`config.mk`:
```
export PLATFORM = sky130hd
export DESIGN_NAME = sw_cmd_top
export DESIGN_NICKNAME = d
export VERILOG_FILES = /design/src/rtl/sw_cmd_pkg.sv /design/src/rtl/sw_pin_sync.sv /design/src/rtl/sw_lp_hold.sv /design/src/rtl/sw_cmd_select.sv /design/src/rtl/sw_cmd_top.sv
export SDC_FILE = /design/constraint.sdc
export NUM_CORES = 1
export LEC_CHECK = 0
export BUFFER_PORTS_ARGS = -buffer_cell sky130_fd_sc_hd__buf_2
export CAP_MARGIN = 40
export CORE_AREA = 10 10 47 49
export CTS_BUF_LIST = sky130_fd_sc_hd__clkbuf_8
export DETAILED_ROUTE_END_ITERATION = 16
export DIE_AREA = 0 0 57 59
export PLACE_DENSITY = 0.53
export SLEW_MARGIN = 20
export SYNTH_ARGS = -nofsm -noshare
export SYNTH_HDL_FRONTEND = slang
export SYNTH_SLANG_ARGS = --single-unit
```
`constraint.sdc`:
```
create_clock -name clk -period 0.87 [get_ports clk]
set_input_delay 0.174 -clock clk [delete_from_list [all_inputs] [get_ports clk]]
set_output_delay 0.174 -clock clk [all_outputs]
set_load 0.005 [all_outputs]
```
`src/rtl/sw_cmd_pkg.sv`:
```
package sw_cmd_pkg;

  typedef enum logic [2:0] {
    ST_SLEEP  = 3'd0,
    ST_CONFIG = 3'd1,
    ST_ACTIVE = 3'd2,
    ST_LIMP   = 3'd3,
    ST_ALPM   = 3'd4,
    ST_MLPM   = 3'd5,
    ST_WARN   = 3'd6,
    ST_UVLO   = 3'd7
  } opstate_e;

  function automatic logic is_lowpwr(input logic [2:0] st);
    return (st == ST_ALPM) || (st == ST_MLPM);
  endfunction

  function automatic logic is_run(input logic [2:0] st);
    return (st == ST_ACTIVE) || (st == ST_WARN);
  endfunction

endpackage

```
`src/rtl/sw_pin_sync.sv`:
```
module sw_pin_sync #(
  parameter int WIDTH  = 2,
  parameter int STAGES = 2
) (
  input  logic             clk,
  input  logic             rst_n,
  input  logic [WIDTH-1:0] din,
  output logic [WIDTH-1:0] dout
);
  logic [WIDTH-1:0] stage_q [STAGES];

  always_ff @(posedge clk or negedge rst_n) begin
    if (!rst_n) stage_q[0] <= '0;
    else        stage_q[0] <= din;
  end

  for (genvar s = 1; s < STAGES; s++) begin : g_stage
    always_ff @(posedge clk or negedge rst_n) begin
      if (!rst_n) stage_q[s] <= '0;
      else        stage_q[s] <= stage_q[s-1];
    end
  end

  assign dout = stage_q[STAGES-1];
endmodule

```
`src/rtl/sw_lp_hold.sv`:
```
module sw_lp_hold
  import sw_cmd_pkg::*;
#(
  parameter int WIDTH = 2
) (
  input  logic             clk,
  input  logic             rst_n,
  input  logic [2:0]       op_state,
  input  logic [WIDTH-1:0] cur_cmd,
  output logic [WIDTH-1:0] hold_val
);
  logic             in_lp_q;
  logic [WIDTH-1:0] held_q;
  logic             entering;

  assign entering = is_lowpwr(op_state) && !in_lp_q;
  assign hold_val = entering ? cur_cmd : held_q;

  always_ff @(posedge clk or negedge rst_n) begin
    if (!rst_n) begin
      in_lp_q <= 1'b0;
      held_q  <= '0;
    end else begin
      in_lp_q <= is_lowpwr(op_state);
      if (entering) held_q <= cur_cmd;
    end
  end

  // staying inside the low-power set never reloads the held value
  p_held_frozen_r10: assert property (@(posedge clk) disable iff (!rst_n)
    (in_lp_q && is_lowpwr(op_state)) |=> $stable(held_q));
endmodule

```
`src/rtl/sw_cmd_select.sv`:
```
module sw_cmd_select
  import sw_cmd_pkg::*;
#(
  parameter int WIDTH = 2
) (
  input  logic [2:0]       op_state,
  input  logic             pin_mode,
  input  logic [WIDTH-1:0] reg_on,
  input  logic [WIDTH-1:0] limp_on,
  input  logic [WIDTH-1:0] pin_val,
  input  logic [WIDTH-1:0] hold_val,
  output logic [WIDTH-1:0] next_cmd
);
  always_comb begin
    next_cmd = '0;
    unique case (op_state)
      ST_ACTIVE, ST_WARN: next_cmd = pin_mode ? pin_val : reg_on;
      ST_LIMP:            next_cmd = pin_mode ? '0 : limp_on;
      ST_ALPM, ST_MLPM:   next_cmd = hold_val;
      default:            next_cmd = '0;
    endcase
  end
endmodule

```
`src/rtl/sw_cmd_top.sv`:
```
module sw_cmd_top
  import sw_cmd_pkg::*;
#(
  parameter int CH_COUNT    = 2,
  parameter int SYNC_STAGES = 2
) (
  input  logic                clk,
  input  logic                rst_n,
  input  logic [2:0]          op_state,
  input  logic                pin_mode,
  input  logic [CH_COUNT-1:0] reg_on,
  input  logic [CH_COUNT-1:0] limp_on,
  input  logic [CH_COUNT-1:0] dir_in,
  output logic [CH_COUNT-1:0] gate_en
);
  localparam logic [CH_COUNT-1:0] ALL_OFF = '0;

  logic [CH_COUNT-1:0] pin_val;
  logic [CH_COUNT-1:0] hold_val;
  logic [CH_COUNT-1:0] next_cmd;

  sw_pin_sync #(.WIDTH(CH_COUNT), .STAGES(SYNC_STAGES)) u_sync (
    .clk(clk), .rst_n(rst_n), .din(dir_in), .dout(pin_val)
  );

  sw_lp_hold #(.WIDTH(CH_COUNT)) u_hold (
    .clk(clk), .rst_n(rst_n), .op_state(op_state),
    .cur_cmd(gate_en), .hold_val(hold_val)
  );

  sw_cmd_select #(.WIDTH(CH_COUNT)) u_sel (
    .op_state(op_state), .pin_mode(pin_mode), .reg_on(reg_on),
    .limp_on(limp_on), .pin_val(pin_val), .hold_val(hold_val),
    .next_cmd(next_cmd)
  );

  always_ff @(posedge clk or negedge rst_n) begin
    if (!rst_n) gate_en <= ALL_OFF;
    else        gate_en <= next_cmd;
  end


  p_off_states_r3: assert property (@(posedge clk) disable iff (!rst_n)
    (op_state == ST_SLEEP || op_state == ST_UVLO) |=> gate_en == ALL_OFF);

  p_config_off_r4: assert property (@(posedge clk) disable iff (!rst_n)
    (op_state == ST_CONFIG) |=> gate_en == ALL_OFF);

  p_reg_follow_r5: assert property (@(posedge clk) disable iff (!rst_n)
    (!pin_mode && is_run(op_state)) |=> gate_en == $past(reg_on));

  p_limp_reg_r7: assert property (@(posedge clk) disable iff (!rst_n)
    (!pin_mode && op_state == ST_LIMP) |=> gate_en == $past(limp_on));

  p_limp_pin_off_r8: assert property (@(posedge clk) disable iff (!rst_n)
    (pin_mode && op_state == ST_LIMP) |=> gate_en == ALL_OFF);

  p_lp_stable_r9: assert property (@(posedge clk) disable iff (!rst_n)
    is_lowpwr(op_state) |=> $stable(gate_en));
endmodule

```
# Word level (Yosys, flattened, before mapping)
# Index checks and enable logic that the tools add are counted.
[word_totals]
output_inout_bits = 2
inputBits = 12
regBits = 9
[classes]
reduce_logical = 5
n_mux = 4
n_eq_ne = 5
[op_table]
columns = ["op", "n"]
rows = [
  ["equality test 3 bit, second input constant", 3],
  ["equality test 3 x 2 -> 1 bit, second input constant", 2],
  ["two-way mux 2 bit", 3],
  ["one-hot mux 2 bit (3 select lines)", 1],
  ["OR reduction 2 bit", 2],
  ["logical AND 1 bit", 1],
  ["logical NOT 1 bit", 1],
  ["logical OR 1 bit", 1],
]

# Logic depth before layout (Yosys ltp)
# Gate-level depths: netlist (run 1).
[depth]
ltp_word = 5
mapped_depth = 3
ltp_nobuf = 3

# Modules after synthesis
# From an unflattened synthesis (run 1), not the netlist that was laid out.
[hier_totals]
cells_unflattened = 24
area_unflattened_um2 = 366.6
[by_module_without_submodules]
columns = ["mod", "n_inst", "cells_per_inst", "area_each_um2", "seq_area_each_um2"]
rows = [
  ["sw_lp_hold", 1, 7, 118.9, 75.1],
  ["sw_pin_sync", 1, 6, 115.1, 100.1],
  ["sw_cmd_select", 1, 9, 82.6, 0.0],
  ["sw_cmd_top", 1, 2, 50.0, 50.0],
]

# Worst setup path after synthesis (run 1)
# No wires, ideal clock.
[synth_path]
kind = "register -> register"
from = "register u_hold.in_lp_q"
to = "register u_hold.held_q[0]"
setup_time_ns = 0.125
stages_incl_launch_ff = 3
path_slack_ns = -0.101
n_path_buf = 0
arrival_ns = 0.845
required_ns = 0.745
cell_sequence = "dfrtp_1 nor2_4 mux2_4"
[synth_via]
elab_chain_len = 3
[synth_rtl]
columns = ["element", "line", "source"]
rows = [
  ["start, declared", "sw_lp_hold.sv:12", "logic in_lp_q;"],
  ["start signal, assigned", "sw_lp_hold.sv:24", "in_lp_q <= is_lowpwr(op_state);"],
  ["logical NOT 1 bit", "sw_lp_hold.sv:16", "assign entering = is_lowpwr(op_state) && !in_lp_q;"],
  ["logical AND 1 bit", "sw_lp_hold.sv:16", ""],
  ["two-way mux 2 bit", "--", ""],
  ["net hold_val[0]", "sw_cmd_top.sv:19", "logic [CH_COUNT-1:0] hold_val;"],
  ["end signal, assigned", "sw_lp_hold.sv:25", "if (entering) held_q <= cur_cmd;"],
  ["end, declared", "sw_lp_hold.sv:13", "logic [WIDTH-1:0] held_q;"],
]
# The timed path passes the listed nets, and every way through them passes these cells.

# Worst setup path in the final report (run 1)
[layout_path]
from = "register u_hold.in_lp_q"
to = "register u_hold.held_q[1]"
# Same word-level chain as after synthesis.

==> impl_metrics.json, run 1 <==
{
  "outcome": "finished, violations left",
  "violations": "setup timing",
  "synth_edf_count": 0,
  "finalInstanceArea_um2": 566.8,
  "root_buffer": "clkbuf_8",
  "cts_buffers": 3,
  "yosysWarningCount": 0,
  "route.detailed.drc": 0,
  "grt_pass1_vias": 320,
  "num_io_pins": 14,
  "grt_setup_unrepaired": "yes",
  "finalWirelength_um": 818,
  "relSlewSlack": 0.8662,
  "ys_top_cells_by_area": "dfrtp_1, mux2_4, mux2i_1",
  "clock_sinks": 9,
  "crit_arrival_ns": 1.09,
  "n_antenna_cell": 0,
  "gr-usage-all-layers": 0.05181,
  "synth_top_flop_cell": "dfrtp_1",
  "power.density_mw_per_mm2": 1964,
  "yosysTopAreaCell": "dfrtp_1",
  "ys_seq_area_frac": 0.6143,
  "synth_top_area_frac": 0.6143,
  "power_mw": 1.113,
  "vias": 295,
  "utilization": 0.4045,
  "num-nets-final": 63,
  "post_drt_wl_per_cell_um": 12.39,
  "grt-ovfl-total": 0,
  "tightest_slew_ns": 0.1991,
  "tritoncts": "yes",
  "via_per_inst": 4.470,
  "area_growth_pct": 54.61,
  "synthCells": 26,
  "synthDistinctLibCells": 12,
  "hold_viol_final": 0,
  "clock.fmax_mhz": 1023,
  "hold-worst-slack_ns": 0.04970,
  "maxSlewViolCount": 0,
  "fp.dieH_um": 59,
  "start_kind": "register",
  "final.setup.worst_slack_ns": -0.1077,
  "multi_input_comb_area_um2": 140.1,
  "async_flop_share": 1.000,
  "cts_max_level": 1,
  "die_area_mm2": 0.003363,
  "initial_utilization": 0.2616,
  "dpl_cell_area_um2": 481.7,
  "syn-num-nets": 38,
  "grt_antenna_before_repair": 0,
  "place_ws_ns": -0.1124,
  "period_share": 1.124,
  "io_buffer_count": 13,
  "path_max_fanout": 3,
  "clk_latency_ns": 0.23,
  "cts_buffer_depth": 2,
  "ir_worst_vdd_mv": 1.298,
  "maxCapViolCount": 0,
  "die_x_um": 57,
  "leakage_nw": 0.2855,
  "yosysMostFrequentCell": "dfrtp_1",
  "finalNonFillerCells": 66,
  "routabilityCongestion": 0.7064,
  "synthesis.area_um2": 366.6,
  "grt_start_max_net_pins": 10,
  "cp-end-kind": "register",
  "worstSetupPathType": "reg2reg",
  "first_pass_iters": 3,
  "fp-row-count": 14,
  "path_clk_slew_ns": 0.04,
  "num-fill-cells": 144,
  "ant_nets": 0,
  "register_area_um2": 226.5,
  "cp.required_ns": 0.98,
  "coreArea_mm2": 0.001401,
  "dpl.cell_count": 59,
  "avgSynthCellArea_um2": 14.10,
  "reg2reg_slack_ns": -0.11,
  "finClkSkew_ns": 0.001638,
  "setup_viol": 6,
  "hpwl_um": 670.4,
  "drt_iter0_markers": 1,
  "grt_first_pass_wirelength_um": 1338,
  "finalSetupTns_ns": -0.3955,
  "drive_above_1_share": 0.5600,
  "holdCritPathClass": "in2reg",
  "fin_crit_ns": 0.9777,
  "yosys_register_bits": 9
}
cell type report:
cell class,count,area share
clock inverters,1,0.006623
clock buffers,3,0.07285
repair buffers,20,0.2252
well taps,16,0.03532
flip-flops and latches,9,0.3996
multi-input cells,15,0.2472
inverters,2,0.01325
cells by family after synthesis:
family                 count (synthesis)  synth area share
buffers and inverters                  2           0.02049
flip-flops                             9            0.6143
multiplexers                           4            0.1365
AND/OR/NAND/NOR                        5            0.1092
AO/OA/AOI/OAI                          6            0.1194
layout by cell type, fill, tap and decap left out:
cell type and instances:
mux2_4 2, dfrtp_2 1, dfrtp_1 8, inv_1 3
buf_2 13, o31ai_1 2, nor2_4 1, a211oi_1 1
nor2_1 2, dlygate4sd3_1 1, o22ai_1 2, nor3b_1 1
buf_6 2, buf_4 4, mux2i_1 2, nand2b_4 1
clkbuf_8 3, a221oi_2 1
critical path: stages (launching register included):
cell and delay (ns):
dfrtp_2 0.44, nor2_4 0.12, mux2_4 0.30
layer usage:
layer	wire length, µm	vias up	track usage
met5	0	-	0
met4	0	0	0.01007
met3	67	0	0.04721
met2	454	8	0.08527
met1	296	146	0.04727
li1	-	141	-
what timing repair did:
item | in CTS | in global routing
hold endpoints to repair | 9 | 0
buffers inserted | 2 | 0
setup endpoints to repair | 6 | 6
gates resized for setup | 3 | 1
hold buffers | 1 | 0
cloned | 0 | 0
registers in the layout (all words and copies together), names as in the netlist:
signal / count
u_hold.in_lp_q: 1
u_hold.held_q: 2
u_sync.stage_q: 2
gate_en: 2
u_sync.dout: 2
power breakdown:
group | internal [mW] | total (mW) | switching (mW)
Sequential | 0.460 | 0.483 | 0.0230
Combinational | 0.104 | 0.166 | 0.0623
Clock | 0.307 | 0.463 | 0.157
path summary, 6_finish.rpt:
check,start,to,cells past startpoint
worst max register to register,u_hold.in_lp_q,u_hold.held_q[1],2
worst min-delay path,dir_in[1],u_sync.stage_q[3],1
worst min register to register,u_sync.stage_q[2],u_sync.dout[0],0
min in group asynchronous,rst_n,u_hold.held_q[1],2
max in group asynchronous,rst_n,u_hold.in_lp_q,2
worst max-delay path,u_hold.in_lp_q,u_hold.held_q[1],2
Note: power is estimated with default switching activity, not from simulation.
==> run 2, diff against run 1 <==
--- a/config.mk
+++ b/config.mk
@@ -5,12 +5,13 @@
 export SDC_FILE = /design/constraint.sdc
 export NUM_CORES = 1
 export LEC_CHECK = 0
+export ABC_CLOCK_PERIOD_IN_PS = 870
 export BUFFER_PORTS_ARGS = -buffer_cell sky130_fd_sc_hd__buf_2
 export CAP_MARGIN = 40
-export CORE_AREA = 10 10 47 49
+export CORE_AREA = 5 5 42 44
 export CTS_BUF_LIST = sky130_fd_sc_hd__clkbuf_8
 export DETAILED_ROUTE_END_ITERATION = 16
-export DIE_AREA = 0 0 57 59
+export DIE_AREA = 0 0 47 49
 export PLACE_DENSITY = 0.53
 export SLEW_MARGIN = 20
 export SYNTH_ARGS = -nofsm -noshare
==> impl_metrics.json, run 2 (synthesis gave the netlist of run 1 again) <==
{
  "finalSetupTns_ns": -0.3526,
  "clock_sinks": 9,
  "dpl_cell_area_um2": 474.2,
  "grt_start_max_net_pins": 10,
  "multi_input_comb_area_um2": 133.9,
  "switchingPower_uw": 250.8,
  "power_mw": 1.121,
  "fin_crit_ns": 0.9777,
  "tritoncts": "yes",
  "final.setup.worst_slack_ns": -0.1077,
  "initial_utilization": 0.2616,
  "path_max_fanout": 3,
  "coreArea_mm2": 0.001401,
  "cts_max_level": 1,
  "start_kind": "register",
  "grt-ovfl-total": 0,
  "first_pass_iters": 2,
  "final_common_cell": "buf_2",
  "hold-worst-slack_ns": 0.04494,
  "place_ws_ns": -0.1137,
  "vias": 291,
  "path_clk_slew_ns": 0.04,
  "setup_viol": 5,
  "crit_arrival_ns": 1.09,
  "grt_setup_unrepaired": "yes",
  "hold_viol_final": 0,
  "cp.buffers_inverters": 0,
  "io_buffer_count": 13,
  "die_area_mm2": 0.002303,
  "n_antenna_cell": 0,
  "maxCapViolCount": 0,
  "worstSetupPathType": "reg2reg",
  "grt_first_pass_wirelength_um": 1104,
  "routabilityCongestion": 0.6826,
  "root_buffer": "clkbuf_8",
  "ir_worst_vdd_mv": 1.092,
  "layout_common_cells": "buf_2, dfrtp_1, buf_4",
  "relSlewSlack": 0.8445,
  "violations": "setup timing",
  "grt_pass1_vias": 269,
  "route.detailed.drc": 0,
  "maxSlewViolCount": 0,
  "register_area_um2": 226.5,
  "p_int_uw": 870.6,
  "fp-row-count": 14,
  "num_io_pins": 14,
  "ant_nets": 0,
  "cp.required_ns": 0.99,
  "power.density_mw_per_mm2": 2037,
  "seqPwrFrac": 0.429,
  "holdCritPathClass": "in2reg",
  "post_drt_wl_per_cell_um": 11.08,
  "cp-end-kind": "register",
  "crit_path_max_incr_delay_ns": 0.43,
  "utilization": 0.3929,
  "finalWirelength_um": 720,
  "outcome": "finished, violations left",
  "gr-usage-all-layers": 0.07983,
  "num-fill-cells": 143,
  "tightest_slew_ns": 0.2332,
  "clk_latency_ns": 0.23,
  "clock.fmax_mhz": 1023,
  "finalNonFillerCells": 65,
  "drt_iter0_markers": 2,
  "critPathTopFamily": "flip-flops",
  "finalInstanceArea_um2": 550.5,
  "finClkSkew_ns": 0.0002711,
  "p_comb_frac": 0.140,
  "cts_buffers": 3,
  "drive_above_1_share": 0.5510,
  "grt_antenna_before_repair": 0,
  "fp.dieH_um": 49,
  "sw_frac_of_total": 0.2236,
  "critPathSlowestCell": "dfrtp_2",
  "area_growth_pct": 50.17,
  "via_per_inst": 4.477,
  "num-nets-final": 62,
  "hpwl_um": 524.4,
  "crit_chain": "nor2_4 > mux2_4",
  "dpl.cell_count": 58,
  "die_x_um": 47,
  "period_share": 1.124,
  "clock_power_share": 0.431,
  "leakage_nw": 0.2764,
  "cts_buffer_depth": 2
}
-- run 2: changes by cell type in the layout (fill, tap and decap cells not counted) --
cell	before	now
a221oi_1	0	1
a221oi_2	1	0
buf_6	2	1
clkinv_2	0	1
inv_1	3	2
-- run 2: layout make-up --
cell class	instances	share of cell area
inverters	2	0.01364
flip-flops and latches	9	0.4114
repair buffers	19	0.2114
well taps	16	0.03636
clock buffers	3	0.07500
multi-input cells	15	0.2432
clock inverters	1	0.009091
-- run 2: worst paths after layout --
kind | start | end | slack (ns) | cells past startpoint
worst max-delay path | u_hold.in_lp_q | u_hold.held_q[0] | -0.11 | 2
worst min-delay path | dir_in[0] | u_sync.stage_q[2] | 0.04 | 1
worst max register to register | u_hold.in_lp_q | u_hold.held_q[0] | -0.11 | 2
worst min register to register | u_sync.stage_q[2] | u_sync.dout[0] | 0.35 | 0
max in group asynchronous | rst_n | u_hold.in_lp_q | 0.37 | 2
min in group asynchronous | rst_n | u_sync.dout[0] | 0.31 | 2
-- run 2: per-layer routing --
layer	up-vias	global-route usage	wire (µm)
met5	-	0	0
met3	4	0.07749	62
li1	140	-	-
met1	139	0.06849	258
met4	0	0.06912	31
met2	8	0.1041	368
-- run 2: what timing repair did --
action | in CTS | in global routing
gates resized for setup | 0 | 2
hold buffers | 1 | 0
endpoints found under the setup margin | 5 | 6
hold endpoints to repair | 9 | 0
buffers inserted | 2 | 0
-- run 2: power groups by stage --
stage          sequential [mW]  combinational [mW]  clock (mW)
4_1_cts                  0.480               0.157       0.509
6_report                 0.482               0.157       0.483
5_1_grt                  0.486               0.171       0.542
3_3_place_gp             0.490               0.136           0
2_1_floorplan            0.485              0.0692           0
3_5_place_dp             0.488               0.137           0
